`src/rtl/eoq_pkg.sv`:
```
package eoq_pkg;
    localparam int unsigned DW   = 10;
    localparam int unsigned FRAC = 3;
    localparam int unsigned NCH  = 2;
    localparam int unsigned LVLW = 2;

    typedef logic [DW-1:0] pix_t;

    typedef struct packed {
        pix_t data;
        logic ch;
        logic vis;
    } stage_t;

    function automatic pix_t target_of(input logic [LVLW-1:0] code);
        pix_t t;
        unique case (code)
            2'b00:   t = pix_t'(32);
            2'b01:   t = pix_t'(48);
            2'b10:   t = pix_t'(64);
            default: t = pix_t'(16);
        endcase
        return t;
    endfunction

    function automatic pix_t clip(input logic signed [DW+1:0] v);
        if (v < 0)
            return '0;
        else if (v > $signed({2'b00, {DW{1'b1}}}))
            return '1;
        else
            return v[DW-1:0];
    endfunction
endpackage

```
`src/rtl/eoq_phase.sv`:
```
module eoq_phase (
    input  logic clk,
    input  logic rst,
    input  logic sol,
    output logic ch
);
    logic phase_q;

    assign ch = sol ? 1'b0 : phase_q;

    always_ff @(posedge clk) begin
        if (rst) phase_q <= 1'b0;
        else     phase_q <= ~ch;
    end

    // without a line start the channel flips every cycle
    a_r1_alternate: assert property (@(posedge clk) disable iff (rst)
        (!sol && !$past(rst)) |-> (ch != $past(ch)));
endmodule

```
`src/rtl/eoq_tracker.sv`:
```
module eoq_tracker #(
    parameter int unsigned W = eoq_pkg::DW,
    parameter int unsigned F = eoq_pkg::FRAC
) (
    input  logic         clk,
    input  logic         rst,
    input  logic         win,
    input  logic         upd,
    input  logic [W-1:0] sample,
    output logic [W-1:0] est
);
    localparam int unsigned AW = W + F;

    logic [AW-1:0]        acc_q;
    logic                 seeded_q;
    logic signed [AW+1:0] diff;
    logic signed [AW+1:0] step;
    logic signed [AW+1:0] sum;
    logic [AW-1:0]        acc_d;

    always_comb begin
        diff  = $signed({2'b00, sample, {F{1'b0}}}) - $signed({2'b00, acc_q});
        step  = diff >>> F;
        sum   = $signed({2'b00, acc_q}) + step;
        acc_d = seeded_q ? sum[AW-1:0] : {sample, {F{1'b0}}};
    end

    always_ff @(posedge clk) begin
        if (rst) begin
            acc_q    <= '0;
            seeded_q <= 1'b0;
        end else begin
            if (!win)     seeded_q <= 1'b0;
            else if (upd) seeded_q <= 1'b1;
            if (upd)      acc_q <= acc_d;
        end
    end

    assign est = acc_q[AW-1:F];

    // estimate holds when no accepted sample arrives
    a_r3_hold: assert property (@(posedge clk) disable iff (rst)
        !upd |=> $stable(acc_q));

    // first accepted sample in a window loads the estimate directly
    a_r4_seed: assert property (@(posedge clk) disable iff (rst)
        (upd && !seeded_q) |=> (acc_q == $past({sample, {F{1'b0}}})));
endmodule

```
`src/rtl/eoq_outstage.sv`:
```
module eoq_outstage
    import eoq_pkg::*;
(
    input  logic            clk,
    input  logic            rst,
    input  stage_t          st_d,
    input  pix_t            est [NCH],
    input  logic [LVLW-1:0] lvl,
    output pix_t            out
);
    stage_t                st_q;
    pix_t                  out_q;
    pix_t                  est_sel;
    logic signed [DW+1:0]  sum;

    always_comb begin
        est_sel = est[st_q.ch];
        sum = $signed({2'b00, st_q.data}) + $signed({2'b00, target_of(lvl)})
            - $signed({2'b00, est_sel});
    end

    always_ff @(posedge clk) begin
        if (rst) begin
            st_q  <= '0;
            out_q <= '0;
        end else begin
            st_q  <= st_d;
            out_q <= st_q.vis ? clip(sum) : '0;
        end
    end

    assign out = out_q;

    // a blanked pixel in the stage register yields zero next cycle
    a_r8_blank_zero: assert property (@(posedge clk) disable iff (rst)
        !st_q.vis |=> (out_q == '0));
endmodule

```
`src/rtl/eo_offset_equalizer.sv`:
```
module eo_offset_equalizer
    import eoq_pkg::*;
(
    input  logic            clk,
    input  logic            rst,
    input  logic            line_start,
    input  logic [DW-1:0]   sample_in,
    input  logic            clamp_in,
    input  logic            blank_n,
    input  logic [LVLW-1:0] clamp_lvl,
    input  logic [1:0]      clk_mode,
    input  logic            bypass,
    output logic [DW-1:0]   pix_out
);
    logic   ch;
    logic   clamp_act;
    logic   unused_mode_hi;
    pix_t   est [NCH];
    stage_t st_d;
    pix_t   corr;

    assign unused_mode_hi = clk_mode[1];
    assign clamp_act      = (clamp_in == clk_mode[0]);

    eoq_phase u_phase (
        .clk (clk),
        .rst (rst),
        .sol (line_start),
        .ch  (ch)
    );

    for (genvar g = 0; g < NCH; g++) begin : g_chan
        logic upd;
        assign upd = clamp_act & blank_n & (ch == 1'(g));
        eoq_tracker #(.W(DW), .F(FRAC)) u_trk (
            .clk    (clk),
            .rst    (rst),
            .win    (clamp_act),
            .upd    (upd),
            .sample (sample_in),
            .est    (est[g])
        );
    end

    always_comb begin
        st_d.data = sample_in;
        st_d.ch   = ch;
        st_d.vis  = blank_n;
    end

    eoq_outstage u_out (
        .clk  (clk),
        .rst  (rst),
        .st_d (st_d),
        .est  (est),
        .lvl  (clamp_lvl),
        .out  (corr)
    );

    assign pix_out = bypass ? (blank_n ? sample_in : '0) : corr;
endmodule

```
`config.mk`:
```
export PLATFORM = sky130hd
export DESIGN_NAME = eo_offset_equalizer
export DESIGN_NICKNAME = d
export VERILOG_FILES = /design/src/rtl/eoq_pkg.sv /design/src/rtl/eoq_phase.sv /design/src/rtl/eoq_tracker.sv /design/src/rtl/eoq_outstage.sv /design/src/rtl/eo_offset_equalizer.sv
export SDC_FILE = /design/constraint.sdc
export NUM_CORES = 1
export LEC_CHECK = 0
export BUFFER_PORTS_ARGS = -buffer_cell sky130_fd_sc_hd__buf_2
export CELL_PAD_IN_SITES_DETAIL_PLACEMENT = 0
export CELL_PAD_IN_SITES_GLOBAL_PLACEMENT = 1
export CORE_MARGIN = 5
export CORE_UTILIZATION = 48
export CTS_BUF_LIST = sky130_fd_sc_hd__clkbuf_8
export DETAILED_ROUTE_END_ITERATION = 8
export GPL_TIMING_DRIVEN = 1
export PLACE_DENSITY = 0.87
export SYNTH_ARGS = -nofsm -noshare
export SYNTH_HDL_FRONTEND = slang
export SYNTH_SLANG_ARGS = --single-unit
```
`constraint.sdc`:
```
create_clock -name clk -period 4.97 [get_ports clk]
set_clock_uncertainty 0.2 [all_clocks]
set_input_delay 0 -clock clk [delete_from_list [all_inputs] [get_ports clk]]
set_output_delay 0 -clock clk [all_outputs]
set_load 0.1 [all_outputs]
```
==> flow_summary.toml, run 1 <==
[outcome]
status = "completed"

[power]
p_seq_frac = 0.341
power_mw = 1.309
leakage_nw = 2.066
p_sw_frac = 0.4039
ir_drop_uv = 130.5
powerDensity_mw_per_mm2 = 264.9
clockPowerShare = 0.202
p_switching_mw = 0.5288
pwr-share-comb = 0.457
intPower_mw = 0.7803

[timing]
min_period_over_period = 0.8574
worstMarginPinSlew_ns = 0.9538
hold_viol = 0
finalCriticalPeriod_ns = 4.261
fmax_mhz = 234.7
finalSetupViolations = 0
rsz0062_at_grt = "false"
fin_tns_setup_ns = 0
final_max_slew_viol_count = 0
relSlewSlack = 0.3618

[route]
drc = 0
wl_per_cell_um = 15.33
drtIter0Drc = 196
drtPass1Iterations = 4
num_vias = 3863
ant_nets = 0
via_per_inst = 5.388
routed_wl_um = 10990

[cells_and_area]
layout_commonest_cell = "inv_1"
nFillCells = 920
utilization = 0.5349
area.growth.synth_to_final_pct = 9.146
multi_input_area_mm2 = 0.003158
regArea_mm2 = 0.001021
final_cell_mix = "65 x inv_1, 60 x ha_1, 54 x a21oi_1"
layout-drive-gt1-share = 0.08844
nNetsFinal = 674
num_antenna_cells = 0

[synth]
synth_warnings = 0
ys_seq_area_frac = 0.2255
synth-compound-area-share = 0.2302
syn-cell-area_mm2 = 0.004528
syn_inst = 561
synthAdderAreaFrac = 0.1967
post_synth_num_cell_types = 54
synth_edf_count = 0
synth_area_per_cell_um2 = 8.071
ys.flop_type = "dfxtp_1"
syn-num-nets = 648
yosys.area_share.simple = 0.1503
async_reset_ff_frac = 0
synth.area.mux_share = 0.03537
ys_seq_elements = 51
synth_top_family_by_area = "compound AO/OA/AOI/OAI gates"
synth_xor_area_frac = 0.08483

[clock_tree]
cts_buffers = 5
path_clk_slew_ns = 0.11
clkSinkCount = 51
cts_tree = "built"
cts_resized = 0
cts-htree-levels = 2
cts_root_buf = "clkbuf_8"
clkLatencyLatePin_ns = 0.31
cts_max_path_buffers = 2

[critical_path]
crit-reg2reg-launch = "g_chan[0].u_trk.acc_q[4]"
cp.arrival_ns = 4.24
cp-end-kind = "flip-flop"
ff2ff_setup_slack_ns = 0.72
cp-start-kind = "input pin"
r2r-end = "g_chan[0].u_trk.acc_q[12]"
endpoint = "g_chan[0].u_trk.acc_q[12]"
timing_worst_setup_path_type = "input pin to flip-flop"
ff2ff_path_depth = 16
cp_max_fo = 6
required_ns = 4.95
critPathLaunch = "sample_in[1]"

[placed_design]
io_buffers = 28
hpwl_um = 8536
place_congestion = 0.8649

[die]
dieArea_mm2 = 0.01148
start_util = 0.4900
die_w_um = 107.1
fp-row-count = 35
die_h_um = 107.1
io_pins = 30
core_mm2 = 0.009240

[global_routing]
antenna_found_initial = 0
globalRouteOverflowTotal = 0
grt_pass1_vias = 3717
grt_pass1_wl_um = 18050
grt_max_degree = 44
track_usage = 0.1961

[worst_hold_path]
hold_class = "input pin to flip-flop"

[flow_run]
drv_cap = 0
-- kinds of logic after synthesis --
kind of cell               Yosys count
AOI/OAI and AO/OA                  157
adders and majority gates           67
xor gates and xnor gates            43
and+or+nand+nor                    141
DFF                                 51
buffers and inverters               86
muxes                               16
-- Yosys cell counts, drive strengths merged (8+ instances only) --
library cell,instances,area (um^2)
o21ai,28,143.9
o21a,8,60.06
ha,60,750.7
clkbuf,16,63.81
mux2i,16,160.2
nor3,11,60.06
nand2,26,97.59
xnor2,32,287.8
a21o,14,106.4
nor2b,21,131.4
xor2,11,96.34
nor2,43,161.4
inv,65,244.0
nand3,20,100.1
a21oi,60,322.8
dfxtp,51,1021
a211oi,12,90.09
-- layer usage --
layer  vias to the layer above  track usage  share of wire
li1                       2010            -              -
met1                      1781       0.2580           0.48
met2                        56       0.3387           0.47
met3                        16      0.02709          0.031
met4                         0      0.04658          0.018
met5                         -            0              0
-- sequential cells by signal, summed over array words and instances (netlist names) --
signal and count:
g_chan.u_trk.seeded_q 2, u_out.out 10, u_out.st_q 12, u_phase.phase_q 1, g_chan.u_trk.acc_q 26
-- critical path, stage by stage --
cell and delay (ns):
dlygate4sd3_1 0.53, buf_2 0.18, ha_1 0.35, o21a_1 0.18, nor2_1 0.12, a21oi_2 0.07, a221o_1 0.38, a21oi_1 0.25
xnor2_1 0.17, ha_1 0.29, a21o_1 0.20, o41ai_1 0.62, o21ai_0 0.23, a21oi_1 0.21, xnor2_1 0.16, mux2i_1 0.21
o21ai_1 0.08
-- metrics by stage --
stage	hold WS [ns]	setup WS, ns	cells	instance area, um^2
after floorplan	-0.07183	1.282	561	4528
final	0.03429	0.7089	717	4942
after CTS	0.02061	0.7049	717	4942
after global routing	0.09019	0.3873	717	4942
after detailed placement	0.08571	0.7570	697	4725
after global placement	0.07626	0.8409	697	4725
-- worst min path at each step --
stage                  from  cells past startpoint  slack [ns]                  endpoint
2_1_floorplan  sample_in[8]                      1       -0.07            u_out.st_q[10]
3_3_place_gp     line_start                      3        0.08           u_phase.phase_q
3_5_place_dp     line_start                      3        0.09           u_phase.phase_q
4_1_cts            clamp_in                      4        0.02  g_chan[0].u_trk.seeded_q
5_1_grt            clamp_in                      4        0.09  g_chan[0].u_trk.seeded_q
6_report           clamp_in                      4        0.03  g_chan[0].u_trk.seeded_q
-- power by group through the flow --
stage / clock (mW) / combinational (mW) / sequential (mW)
2_1_floorplan: 0 / 0.483 / 0.449
3_3_place_gp: 0 / 0.580 / 0.456
3_5_place_dp: 0 / 0.590 / 0.457
4_1_cts: 0.271 / 0.602 / 0.447
5_1_grt: 0.292 / 0.674 / 0.450
6_report: 0.264 / 0.599 / 0.447
-- cell type report --
type / instances / area share
Inverter: 65 / 0.04937
Multi-Input combinational cell: 424 / 0.6390
Timing Repair Buffer: 40 / 0.05266
Clock inverter: 3 / 0.005823
Clock buffer: 5 / 0.01392
Tap cell: 129 / 0.03266
Sequential cell: 51 / 0.2066
-- timing repair --
action / 4_1_cts / 5_1_grt
endpoints found under the setup margin: 0 / 0
buffers inserted: 0 / 0
hold endpoints to repair: 30 / 0
hold buffers: 12 / 0
(Power assumes the default switching activity.)
==> inputs of run 2 (changes only) <==
--- a/config.mk
+++ b/config.mk
@@ -9,11 +9,10 @@
 export CELL_PAD_IN_SITES_DETAIL_PLACEMENT = 0
 export CELL_PAD_IN_SITES_GLOBAL_PLACEMENT = 1
 export CORE_MARGIN = 5
-export CORE_UTILIZATION = 48
-export CTS_BUF_LIST = sky130_fd_sc_hd__clkbuf_8
+export CORE_UTILIZATION = 47
 export DETAILED_ROUTE_END_ITERATION = 8
 export GPL_TIMING_DRIVEN = 1
-export PLACE_DENSITY = 0.87
+export PLACE_DENSITY = 0.86
 export SYNTH_ARGS = -nofsm -noshare
 export SYNTH_HDL_FRONTEND = slang
 export SYNTH_SLANG_ARGS = --single-unit
==> run 2 against run 1 <==
Compared with the run above:
- cell area up 0.10%
- register-to-register slack better by 0.06 ns
- final cell count up 0.14%
- non-clock buffer count up 2
- worst hold slack better by 0.041 ns
- first-iteration DRC count down 21%
- critical path depth down 1
- total power down 1.7%
- global-route usage down 0.49 points
- sequential power about the same
- core utilization down 0.45 points
- clock-buffer cell count unchanged
- largest power group unchanged
==> flow_summary.toml, run 2 (synthesized netlist as in run 1, its figures left out) <==
[outcome]
status = "completed"

[power]
power_mw = 1.287
intPower_mw = 0.7736
powerDensity_mw_per_mm2 = 260.1
p_switching_mw = 0.5133
clockPowerShare = 0.191
p_sw_frac = 0.3989
leakage_nw = 2.069
pwr-share-comb = 0.462
ir_drop_uv = 177.5
p_seq_frac = 0.347

[cells_and_area]
layout-drive-gt1-share = 0.08659
num_antenna_cells = 0
area.growth.synth_to_final_pct = 9.257
layout_commonest_cell = "inv_1"
nNetsFinal = 676
largest_reg_flops = 26
final_cell_mix = "65 x inv_1, 60 x ha_1, 54 x a21oi_1"
largest-register = "g_chan.u_trk.acc_q"
final_area_mm2 = 0.004947

[die]
io_pins = 30
core_mm2 = 0.009328
fp-row-count = 35
die_h_um = 108.2
die_w_um = 108.2
dieArea_mm2 = 0.01170
start_util = 0.4854

[placed_design]
hpwl_um = 8431
place_congestion = 0.8987
io_buffers = 28
place_area_mm2 = 0.004725

[timing]
hold-worst-slack_ns = 0.07567
final_max_slew_viol_count = 0
hold_viol = 0
finalSetupViolations = 0
worstMarginPinSlew_ns = 0.9034
fin_tns_setup_ns = 0
fmax_mhz = 238.9
rsz0062_at_grt = "false"
finalCriticalPeriod_ns = 4.185
relSlewSlack = 0.3955
min_period_over_period = 0.8421

[route]
num_vias = 3835
drtIter0Drc = 154
via_per_inst = 5.341
wl_per_cell_um = 14.88
routed_wl_um = 10690
drc = 0
drtPass1Iterations = 4
ant_nets = 0

[worst_hold_path]
hold_class = "input pin to flip-flop"

[critical_path]
cp-start-kind = "flip-flop"
cp-end-kind = "flip-flop"
timing_worst_setup_path_type = "flip-flop to flip-flop"
cp.arrival_ns = 4.17
required_ns = 4.95
cp_max_fo = 4

[clock_tree]
cts_root_buf = "clkbuf_8"
cts_max_path_buffers = 2
cts_buffers = 5
clkSinkCount = 51
cts_tree = "built"
path_clk_slew_ns = 0.10
clkLatencyLatePin_ns = 0.31
cts-htree-levels = 2

[global_routing]
antenna_found_initial = 0
grt_pass1_vias = 3712
track_usage = 0.1912
globalRouteOverflowTotal = 0
grt_pass1_wl_um = 17820
grt_max_degree = 44

[flow_run]
drv_cap = 0
==> run 2: changes by cell type in the layout (fill, tap and decap cells not counted) <==
cell,previous run,this run
dlygate4sd3_1,12,14
clkinv_2,0,1
clkinv_4,2,1
inv_8,1,0
==> run 2: timing repair <==
| item | CTS | global route |
|---|---|---|
| setup buffers | 0 | 0 |
| hold buffers | 14 | 0 |
| hold endpoints to repair | 32 | 0 |
| endpoints found under the setup margin | 0 | 0 |
| resized for setup | 0 | 0 |
==> run 2: final timing paths <==
check | from | endpoint | slack, ns | cells past startpoint
worst max register to register | g_chan[0].u_trk.acc_q[4] | g_chan[0].u_trk.acc_q[12] | 0.78 | 16
worst min-delay path | rst | g_chan[0].u_trk.acc_q[1] | 0.08 | 2
worst max-delay path | g_chan[0].u_trk.acc_q[4] | g_chan[0].u_trk.acc_q[12] | 0.78 | 16
worst min register to register | g_chan[1].u_trk.acc_q[0] | g_chan[1].u_trk.acc_q[0] | 0.29 | 2
==> run 2: power by group through the flow <==
| stage | combinational (mW) | clock, mW | sequential [mW] |
|---|---|---|---|
| after detailed placement | 0.582 | 0 | 0.457 |
| after global routing | 0.666 | 0.270 | 0.450 |
| after floorplan | 0.483 | 0 | 0.449 |
| after CTS | 0.596 | 0.250 | 0.448 |
| after global placement | 0.570 | 0 | 0.456 |
| final | 0.594 | 0.246 | 0.447 |
==> run 2: worst max-delay path: stages, from the launching register on <==
cell	delay [ns]
dfxtp_1	0.38
inv_1	0.08
ha_1	0.31
o21a_1	0.19
nor2_1	0.11
a21oi_2	0.07
a221o_1	0.40
a21oi_1	0.25
xnor2_1	0.15
ha_1	0.29
a21o_1	0.19
o41ai_1	0.61
o21ai_0	0.17
a21oi_1	0.20
xnor2_1	0.16
mux2i_1	0.21
o21ai_1	0.08
==> run 2: cell type report <==
cell class | instances | area (um^2)
well taps | 129 | 161.4
fillers | 920 | 4380
clock inverters | 2 | 13.76
clock buffers | 5 | 68.82
multi-input cells | 424 | 3158
repair buffers | 42 | 280.3
flip-flops and latches | 51 | 1021
inverters | 65 | 244.0
==> run 2: metrics by stage <==
step | setup slack (ns) | instances | utilization
2_1_floorplan | 1.282 | 561 | -
3_3_place_gp | 0.8957 | 697 | 0.5065
6_report | 0.7848 | 718 | 0.5304
3_5_place_dp | 0.8037 | 697 | 0.5065
5_1_grt | 0.4310 | 718 | 0.5304
4_1_cts | 0.7580 | 718 | 0.5304
==> run 2: routing by layer <==
layer / share of wire / global-route usage / vias to the layer above
li1: - / - / 2012
met1: 0.48 / 0.2537 / 1758
met2: 0.47 / 0.3361 / 58
met3: 0.045 / 0.02746 / 7
met4: 0.0056 / 0.02885 / 0
met5: 0 / 0 / -
